File: src/rtl/sysctl_pkg.sv
package sysctl_pkg;
  localparam int DATA_W = 32;
  localparam int NREG   = 7;

  typedef enum logic [2:0] {
    RULE_MASK,   // plain masked store
    RULE_CLR0,   // masked store, bit 0 clear-only
    RULE_LOCK,   // set-only low bits, W1C flag with hardware set
    RULE_ACC,    // OR-accumulate
    RULE_ZERO    // no storage, reads zero
  } wrule_e;

  localparam logic [DATA_W-1:0] LOCK_BITS = 32'h0000_000F;
  localparam logic [DATA_W-1:0] FLAG_BIT  = 32'h0000_0100;

  function automatic logic [11:0] reg_off(int idx);
    case (idx)
      0: return 12'h000;  // remap
      1: return 12'h004;  // config
      2: return 12'h018;  // sram control (empty)
      3: return 12'h01C;  // lock / flag
      4: return 12'h020;  // protect A
      5: return 12'h024;  // key
      default: return 12'h028; // protect B
    endcase
  endfunction

  function automatic wrule_e reg_rule(int idx);
    case (idx)
      0, 5:    return RULE_MASK;
      1:       return RULE_CLR0;
      2:       return RULE_ZERO;
      3:       return RULE_LOCK;
      default: return RULE_ACC;
    endcase
  endfunction

  function automatic logic [DATA_W-1:0] reg_mask(int idx, int key_w);
    case (idx)
      0:       return 32'h0000_0107;
      1:       return 32'hFCFF_0100;
      5:       return (DATA_W'(1) << key_w) - DATA_W'(1);
      default: return '1;
    endcase
  endfunction

  function automatic logic [DATA_W-1:0] reg_rst(int idx);
    return (idx == 1) ? 32'h7C00_0001 : '0;
  endfunction

  function automatic logic [DATA_W-1:0] next_word(
      wrule_e rule, logic [DATA_W-1:0] mask, logic [DATA_W-1:0] old,
      logic [DATA_W-1:0] wd, logic we, logic hw);
    logic [DATA_W-1:0] n;
    n = old;
    case (rule)
      RULE_MASK: if (we) n = wd & mask;
      RULE_CLR0: if (we) n = (old & wd & DATA_W'(1)) | (wd & mask);
      RULE_LOCK: begin
        if (we) n = (old | (wd & LOCK_BITS)) & ~(wd & FLAG_BIT);
        if (hw) n = n | FLAG_BIT;
      end
      RULE_ACC:  if (we) n = old | wd;
      default:   n = '0;
    endcase
    return n;
  endfunction
endpackage

File: src/rtl/sysctl_decode.sv
module sysctl_decode #(
  parameter int ADDR_W = 10
) (
  input  logic                       clk,
  input  logic                       rst_n,
  input  logic                       req_valid,
  input  logic [ADDR_W-1:0]          req_addr,
  output logic [sysctl_pkg::NREG-1:0] sel,
  output logic                       hit
);
  import sysctl_pkg::*;

  for (genvar i = 0; i < NREG; i++) begin : g_match
    assign sel[i] = req_valid && (req_addr == ADDR_W'(reg_off(i)));
  end
  assign hit = |sel;

  AST_SEL_ONEHOT: assert property (@(posedge clk) disable iff (!rst_n)
    $onehot0(sel));
  AST_UNALIGNED_MISS: assert property (@(posedge clk) disable iff (!rst_n)
    (req_valid && req_addr[1:0] != 2'b00) |-> !hit);
endmodule

File: src/rtl/sysctl_reg.sv
module sysctl_reg #(
  parameter sysctl_pkg::wrule_e RULE = sysctl_pkg::RULE_MASK,
  parameter logic [31:0] MASK = 32'hFFFF_FFFF,
  parameter logic [31:0] RST  = 32'h0
) (
  input  logic        clk,
  input  logic        rst_n,
  input  logic        we,
  input  logic [31:0] wdata,
  input  logic        hw_set,
  output logic [31:0] q
);
  import sysctl_pkg::*;

  logic [31:0] q_nxt;
  assign q_nxt = next_word(RULE, MASK, q, wdata, we, hw_set);

  always_ff @(posedge clk or negedge rst_n) begin
    if (!rst_n) q <= RST;
    else        q <= q_nxt;
  end

  if (RULE == RULE_CLR0) begin : g_a_clr
    AST_CFG_B0_NOSET: assert property (@(posedge clk) disable iff (!rst_n)
      !$rose(q[0]));
  end
  if (RULE == RULE_LOCK) begin : g_a_lock
    AST_LOCK_KEEP: assert property (@(posedge clk) disable iff (!rst_n)
      (($past(q[3:0]) & ~q[3:0]) == 4'h0));
    AST_FLAG_HW_WINS: assert property (@(posedge clk) disable iff (!rst_n)
      hw_set |=> q[8]);
  end
  if (RULE == RULE_ACC) begin : g_a_acc
    AST_PROT_KEEP: assert property (@(posedge clk) disable iff (!rst_n)
      (($past(q) & ~q) == 32'h0));
  end
endmodule

File: src/rtl/sysctl_regbank.sv
module sysctl_regbank #(
  parameter int ADDR_W = 10,
  parameter int KEY_W  = 8
) (
  input  logic              clk,
  input  logic              rst_n,
  input  logic              req_valid,
  input  logic              req_write,
  input  logic [ADDR_W-1:0] req_addr,
  input  logic [31:0]       req_wdata,
  output logic [31:0]       rd_data,
  output logic              bad_access,
  input  logic              parity_err_set
);
  import sysctl_pkg::*;

  logic [NREG-1:0] sel;
  logic            hit;
  logic [31:0]     word [NREG];
  logic            miss_evt;   // access to an unmapped offset this cycle

  sysctl_decode #(.ADDR_W(ADDR_W)) u_dec (
    .clk(clk), .rst_n(rst_n), .req_valid(req_valid),
    .req_addr(req_addr), .sel(sel), .hit(hit)
  );

  for (genvar i = 0; i < NREG; i++) begin : g_reg
    sysctl_reg #(
      .RULE(reg_rule(i)),
      .MASK(reg_mask(i, KEY_W)),
      .RST (reg_rst(i))
    ) u_reg (
      .clk(clk), .rst_n(rst_n),
      .we(sel[i] && req_write),
      .wdata(req_wdata),
      .hw_set((reg_rule(i) == RULE_LOCK) && parity_err_set),
      .q(word[i])
    );
  end

  always_comb begin
    rd_data = '0;
    for (int i = 0; i < NREG; i++)
      if (sel[i] && !req_write) rd_data = rd_data | word[i];
  end

  assign miss_evt = req_valid && !hit;

  always_ff @(posedge clk or negedge rst_n) begin
    if (!rst_n) bad_access <= 1'b0;
    else        bad_access <= miss_evt;
  end

  AST_MISS_RD_ZERO: assert property (@(posedge clk) disable iff (!rst_n)
    (req_valid && !req_write && !hit) |-> (rd_data == 32'h0));
  AST_BAD_AFTER_MISS: assert property (@(posedge clk) disable iff (!rst_n)
    bad_access |-> $past(req_valid));
  AST_BAD_FROM_MISS: assert property (@(posedge clk) disable iff (!rst_n)
    miss_evt |=> bad_access);
endmodule

File: config.mk
export PLATFORM = sky130hd
export DESIGN_NAME = sysctl_regbank
export DESIGN_NICKNAME = d
export VERILOG_FILES = /design/src/rtl/sysctl_pkg.sv /design/src/rtl/sysctl_decode.sv /design/src/rtl/sysctl_reg.sv /design/src/rtl/sysctl_regbank.sv
export SDC_FILE = /design/constraint.sdc
export NUM_CORES = 1
export LEC_CHECK = 0
export ABC_AREA = 1
export BUFFER_PORTS_ARGS = -buffer_cell sky130_fd_sc_hd__clkbuf_2
export CORE_MARGIN = 2
export CORE_UTILIZATION = 55
export CTS_CLUSTER_DIAMETER = 150
export DETAILED_ROUTE_END_ITERATION = 16
export GPL_TIMING_DRIVEN = 0
export PLACE_DENSITY = 0.79
export SETUP_SLACK_MARGIN = 0.5
export SYNTH_ARGS = -nofsm -noshare
export SYNTH_HDL_FRONTEND = slang
export SYNTH_SLANG_ARGS = --single-unit
File: constraint.sdc
create_clock -name clk -period 2.89 [get_ports clk]
set_input_delay 0.289 -clock clk [delete_from_list [all_inputs] [get_ports clk]]
set_output_delay 0.289 -clock clk [all_outputs]
set_load 0.005 [all_outputs]
==> results of run 1 <==
==> synth_stat cells, drive strengths merged <==
library cell,count
nand4,15
dfstp,6
o21bai,30
nand2,89
o22ai,9
inv,92
o211ai,18
o21ai,73
clkbuf,1
nor2,21
dfrtp,92
nand3,16
buf,19
==> final cells by class <==
cell class,count,area [sq um]
Fill cell,670,2764
Sequential cell,98,2460
Multi-Input combinational cell,271,1607
Timing Repair Buffer,79,412.9
Inverter,92,345.3
Buffer,20,163.9
Clock buffer,10,137.6
Tap cell,105,131.4
Clock inverter,6,112.6
==> worst max-delay path, stage by stage <==
cell and delay, ns:
clkbuf_2 0.08, nor2_1 0.12, nand2_2 0.14, nor2_4 0.21, nand3_1 0.17, inv_2 0.13, buf_2 0.25, nand2_1 0.11
o211ai_2 0.09, clkbuf_2 0.14
==> report_power, final <==
part | leakage, nW | switching [mW] | internal (mW)
combinational | 1.59 | 0.0827 | 0.0396
sequential | 1.14 | 0.00355 | 1.38
clock | 0.127 | 0.472 | 0.602
==> cell families after synthesis <==
group | Yosys count | share of synthesized area
AOI/OAI and AO/OA | 130 | 0.1952
buffers and inverters | 112 | 0.1113
DFF | 98 | 0.5376
and+or+nand+nor | 141 | 0.1559
==> stage by stage <==
stage                     setup slack (ns)    util
after floorplan                      1.388       -
after global placement              0.3472  0.6267
after detailed placement            0.8967  0.6294
after CTS                           0.8772  0.6602
after global routing                0.7569  0.6602
final                               0.8731  0.6602
==> sequential cells by signal, summed over array words and instances (netlist names) <==
name,count
bad_access,1
g.u_reg.q,97
==> layer usage <==
layer / GRT usage / wire (um)
met4: 0.09541 / 141
met3: 0.04032 / 557
met5: 0 / 0
met2: 0.3897 / 4975
met1: 0.3300 / 4481
==> how the worst min path moves through the flow <==
stage	cells past startpoint	slack [ns]	end	from
after global routing	1	0.1	g_reg[6].u_reg.q[10]$_DFFE_PN0P_	rst_n
final	1	0.04	g_reg[4].u_reg.q[10]$_DFFE_PN0P_	rst_n
after CTS	1	0.06	g_reg[4].u_reg.q[10]$_DFFE_PN0P_	rst_n
after floorplan	0	-0.007	bad_access$_DFF_PN0_	rst_n
after detailed placement	2	0.44	g_reg[6].u_reg.q[14]$_DFFE_PN0P_	g_reg[6].u_reg.q[14]$_DFFE_PN0P_
after global placement	2	0.43	g_reg[6].u_reg.q[14]$_DFFE_PN0P_	g_reg[6].u_reg.q[14]$_DFFE_PN0P_
==> summary.md, run 1 <==
| Metric | Value |
|---|---|
| Status | finished clean |
| Final hold slack | 0.03689 ns |
| Most frequent cells in the layout | dfrtp_1, inv_1, nand2_1 |
| Core ar. | 8134 sq um |
| # hold bufs at CTS | 0 |
| CTS tree | done |
| Root buf cell | clkbuf_8 |
| Placed cell area | 5120 sq um |
| Minimum clock period | 2.017 ns |
| Initial antenna violation count | 0 |
| Layout cells sized above 1 | 0.2882 |
| Post-Syn Nets | 528 |
| Tcrit/Tclk final | 0.6979 |
| TNS Setup | 0 ns |
| Final ANT Viol Nets | 0 |
| Grt total ovfl | 0 |
| Via density | 5.307 |
| ANT cells | 0 |
| Final Max Tran Viols | 0 |
| Post-CTS resize count | 0 |
| Endpoints failing hold | 0 |
| DIE AREA | 9065 sq um |
| Pleak | 2.860 nW |
| Worst hold-check path type | primary input to async pin |
| Total iterations of the first detailed-routing run | 5 |
| R2r startpoint | g_reg[1].u_reg.q[28]$_DFFE_PN1P_ |
| Fin area | 5370 sq um |
| Slew HR | 0.4386 |
| Starting Density | 0.5625 |
| DR vias | 3,614 |
| Worst-Skew Late Latency | 0.36 ns |
| Post-Route WL | 10.16 mm |
| Vias in the first global route | 3,538 |
| Unique masters post-synth | 27 |
| Worst-margin pin slew | 0.8421 ns |
| Fmax | 495.8 MHz |
| RSZ-0062 raised after global routing | no |
| DIE HEIGHT | 95.21 um |
| IO Port Bufs | 78 |
| Synthesized area | 4576 sq um |
| Synth Warn # | 0 |
| GRT Total Usage | 0.2422 |
| Max Cap Viol | 0 |
| Final setup viols | 0 |
| Post-synth top area share | 0.5031 |
| Commonest non-fill, non-tap cell in the layout | dfrtp_1 |
| Reg2reg path depth | 2 |
| Row Count | 33 |
| Worst Setup EP | rd_data[22] |
| #FFs+latches synth | 98 |
| Critical path arrival | 1.73 ns |
| Pin count of the biggest net entering global routing | 61 |
| Post-layout power | 2.577 mW |
| Crit. Startpoint | req_addr[9] |
| H-Tree Depth | 3 |
| Max VDD drop | 348.1 uV |
| CTS Buffer Depth | 2 |
| Routed len/inst | 14.91 um |
| Placed cell count | 665 |
| First-pass GRT wire length | 16.73 mm |
| CTS Buf Count | 9 |
| Worst Skew | 0 ns |
| Post-route DRC | 0 |
| Syn Inst Count | 481 |
| Mean Syn Cell Area | 9.513 sq um |
| Layout Area Growth over Synthesis | 17.36% |
| Post-DP HPWL | 7.233 mm |
| GPL Wtd Cong | 0.7944 |
| Sequential-to-total area share from yosys stat | 0.5376 |
| Synth area leaders | dfrtp_1, inv_1, nand2_1, o21ai_0, o21bai_1 |
| Pwr dens | 479.9 nW/um^2 |
| Iter 0 DRT Violations | 240 |
| Die span in x | 95.21 um |
| Yosys top cell by area | dfrtp_1 |
| Setup crit end kind | output pin |
| Nets | 618 |
| Non-Filler Instances | 681 |
| Crit-path max FO | 10 |
| Flop2flop setup slack | 2.12 ns |
| FF-to-FF End | g_reg[1].u_reg.q[28]$_DFFE_PN1P_ |
| Clock transition at the registers of the reported paths | 0.10 ns |
| Critical Path Start Type | primary input |
| Setup Crit Path Kind | primary input to output pin |
| Setup Buffers After CTS | 0 |
| CP required | 2.60 ns |
| Num ports | 80 |
| Sink Count | 98 |
Note: power is estimated with default switching activity, not from simulation.
==> inputs of run 2 (changes only) <==
ABC_AREA = 0   (was 1)
clock period = 2 ns   (was 2.89 ns; I/O delays follow)
==> summary.md, run 2 <==
| Metric | Value |
|---|---|
| Status | finished with violations |
| Failing checks | setup timing |
| Synth area leaders | dfrtp_1, a21o_1, mux2_2, a22oi_1, dfstp_2 |
| Yosys top cell by area | dfrtp_1 |
| Pin count of the biggest net entering global routing | 57 (-6.6%) |
| Minimum clock period | 2.108 ns |
| Synthesized area | 4227 sq um (-7.6%) |
| Placed cell area | 4780 sq um (-6.6%) |
| Final setup viols | 14 (+14) |
| Die span in x | 91.66 um (-3.7%) |
| Cell family with most CP delay | simple AND/OR/NAND/NOR gates |
| Root buf cell | clkbuf_8 |
| Worst Skew | 0 ns (unchanged) |
| Regs by FF count | g.u_reg.q (97), bad_access (1) |
| #FFs+latches synth | 98 (unchanged) |
| Worst hold-check path type | primary input to flop |
| Seq pwr share | 0.565 (+0.029) |
| Max Cap Viol | 0 (unchanged) |
| Pleak | 3.182 nW (+11%) |
| Flop2flop setup slack | 1.20 ns (-0.92 ns) |
| Max FFs per register | 97 (unchanged) |
| Fraction of registers with async set/reset | 1.000 (unchanged) |
| Setup Crit Path Kind | primary input to output pin |
| Clock Power Share | 0.372 (-0.045) |
| Post-synth EDFFs | 0 (unchanged) |
| Critical Path Stages | 8 (-2) |
| Top FF cell, synth | dfrtp_1 |
| Nets | 501 (-19%) |
| Top post-synthesis cells by count | dfrtp_1, a21o_1, a22oi_1, mux2_2, nor2_1 |
| Commonest non-fill, non-tap cell in the layout | dfrtp_1 |
| Row Count | 31 (-6.1%) |
| Critical Path, Cell by Cell | buf_8, or4_4, or3_4, nor3_4, buf_6, buf_8, o2bb2ai_4, buf_2 |
| Synth Warn # | 0 (unchanged) |
| Worst Hold Path EP | g_reg[3].u_reg.q[8]$_DFFE_PN0P_ |
| Post-synth top area share | 0.5447 (+0.04156) |
| Cell Int Power | 2.735 mW (+35%) |
| RSZ-0062 raised after global routing | yes |
| Unique masters post-synth | 39 (+44%) |
| Worst path most repeated cell | buf_8 |
| Place WS | -0.2927 ns (-1.189 ns) |
| Clock transition at the registers of the reported paths | 0.08 ns (-0.02 ns) |
| P_sw | 0.8193 mW (+47%) |
| Top reg by flops | g.u_reg.q |
| Reg2reg path depth | 1 (-1) |
| Syn Inst Count | 341 (-29%) |
| Iter 0 DRT Violations | 142 (-41%) |
| Grt total ovfl | 0 (unchanged) |
| ANT cells | 0 (unchanged) |
| FF-to-FF End | g_reg[1].u_reg.q[19]$_DFFE_PN0P_ |
| Sequential-to-total area share from yosys stat | 0.5820 (+0.04440) |
| CTS Buffer Depth | 2 (unchanged) |
| Post-Syn Nets | 388 (-27%) |
| CTS tree | done |
| R2r startpoint | g_reg[1].u_reg.q[19]$_DFFE_PN0P_ |
| CP max stage delay | 0.53 ns (+0.28 ns) |
| Post-Route WL | 10.58 mm (+4.1%) |
| Tcrit/Tclk final | 1.054 |
| DIE HEIGHT | 91.66 um (-3.7%) |
| Non-Filler Instances | 558 (-18%) |
| GPL Wtd Cong | 0.8231 (+3.6%) |
| Slew HR | 0.4883 (+0.04971) |
| Pwr dens | 643.6 nW/um^2 (+34%) |
| Fin worst setup slack | -0.1083 ns (-0.9814 ns) |
| Switching share of total power | 0.2305 (+0.01399) |
| Core ar. | 7331 sq um (-9.9%) |
| Post-route DRC | 0 (unchanged) |
| Critical path arrival | 1.91 ns (+0.18 ns) |
| Placed cell count | 519 (-22%) |
| Comb power frac | 0.063 (+0.016) |
| Worst-Skew Late Latency | 0.35 ns (about the same) |
| CP bufs+invs | 4 (unchanged) |
| First-pass GRT wire length | 16.39 mm (-2.1%) |
| Worst hold path depth | 2 |
| Layout Area Growth over Synthesis | 30.64% |
| DIE AREA | 8402 sq um (-7.3%) |
| Final Max Tran Viols | 0 (unchanged) |
| CTS Buf Count | 9 (unchanged) |
| Fin area | 5522 sq um (+2.8%) |
| Post-DP HPWL | 6.508 mm (-10%) |
| Total iterations of the first detailed-routing run | 4 (-1) |
| Crit. Startpoint | req_addr[6] |
| Slowest CP cell | or4_4 |
| HP Start | parity_err_set |
| GRT Total Usage | 0.2499 (+0.007627) |
| Worst-margin pin slew | 0.7675 ns (-0.07456 ns) |
| Routed len/inst | 18.95 um (+27%) |
| Critical Path Start Type | primary input |
| Num ports | 80 (unchanged) |
| Layout cells sized above 1 | 0.4488 (+0.1606) |
| Via density | 6.000 (+13%) |
| Crit-path max FO | 5 (-5) |
| Setup crit end kind | output pin |
| Fmax | 474.3 MHz |
| Sink Count | 98 (unchanged) |
| Most frequent cell after synthesis | dfrtp_1 |
| H-Tree Depth | 3 (unchanged) |
| Max VDD drop | 481.1 uV (+38%) |
| Endpoints failing hold | 0 (unchanged) |
| CP required | 1.80 ns (-0.80 ns) |
| Final ANT Viol Nets | 0 (unchanged) |
| Initial antenna violation count | 0 (unchanged) |
| Vias in the first global route | 3,262 (-7.8%) |
| DR vias | 3,348 (-7.4%) |
| Final hold slack | 0.02493 ns (-0.01196 ns) |
| Most frequent cells in the layout | dfrtp_1, a21o_1, clkbuf_2 |
| Mean Syn Cell Area | 12.39 sq um (+30%) |
| Starting Density | 0.5765 (+0.01402) |
| IO Port Bufs | 78 (unchanged) |
==> run 2: cell types whose count changed after synthesis, sizes merged, moves of 10 or more <==
| cell | change |
|---|---|
| nand4 | -14 |
| o2bb2ai | +14 |
| nand2 | -85 |
| mux2 | +27 |
| o21bai | -30 |
| nand3 | -15 |
| clkbuf | +10 |
| o21ai | -72 |
| inv | -89 |
| a21o | +69 |
| o211ai | -18 |
| a22oi | +27 |
==> run 2: logic make-up (layout without fill, tap and decap cells) <==
group	count (synthesis)	count (layout)	synth area share
AOI/OAI and AO/OA	129	129	0.2274
buffers and inverters	24	142	0.02694
DFF	98	98	0.5820
muxes	36	36	0.09325
and+or+nand+nor	54	54	0.07045
==> run 2: timing repair <==
action | in CTS | in global routing
pin swaps | 7 | 13
setup endpoints to repair | 77 | 110
hold buffers | 1 | 0
gates resized for setup | 22 | 94
gates cloned | 1 | 0
hold endpoints to repair | 50 | 0
setup buffers | 5 | 16
==> run 2: area by class of cell <==
class | count | area [sq um]
Sequential cell | 98 | 2460
Multi-Input combinational cell | 219 | 1912
Fill cell | 476 | 1809
Timing Repair Buffer | 102 | 645.6
Buffer | 21 | 163.9
Clock buffer | 13 | 158.9
Tap cell | 99 | 123.9
Clock inverter | 3 | 46.29
Inverter | 3 | 11.26
==> run 2: worst max-delay path by stage <==
stage                                       endpoint  slack, ns
floorplan                                rd_data[19]       0.21
global placement    g_reg[6].u_reg.q[14]$_DFFE_PN0P_      -0.44
detailed placement                        rd_data[8]      -0.29
CTS                                      rd_data[19]      -0.21
global route                             rd_data[19]      -0.14
finish                                   rd_data[19]      -0.11
==> run 2: metal layers <==
| layer | track usage | vias to the layer above | share of wire | wire length [um] |
|---|---|---|---|---|
| met5 | 0 | - | 0 | 0 |
| met4 | 0.09343 | 0 | 0.024 | 251 |
| met3 | 0.05341 | 24 | 0.051 | 539 |
| met2 | 0.3952 | 105 | 0.51 | 5360 |
| met1 | 0.3423 | 1738 | 0.42 | 4424 |
| li1 | - | 1481 | - | - |
==> run 2: power by group through the flow <==
stage	sequential, mW	clock [mW]	combinational, mW
floorplan	2.04	0	0.0593
global placement	2.04	0	0.182
detailed placement	2.04	0	0.191
CTS	2.01	1.35	0.203
global route	2.01	1.42	0.247
finish	2.01	1.32	0.224
==> run 2: stage by stage <==
stage	utilization	total power, mW	TNS (ns)
detailed placement	0.6520	2.236	-3.763
global placement	0.6489	2.226	-42.35
CTS	0.7013	3.555	-2.786
finish	0.7532	3.554	-1.146
global route	0.7532	3.676	-1.585
floorplan	-	2.102	0
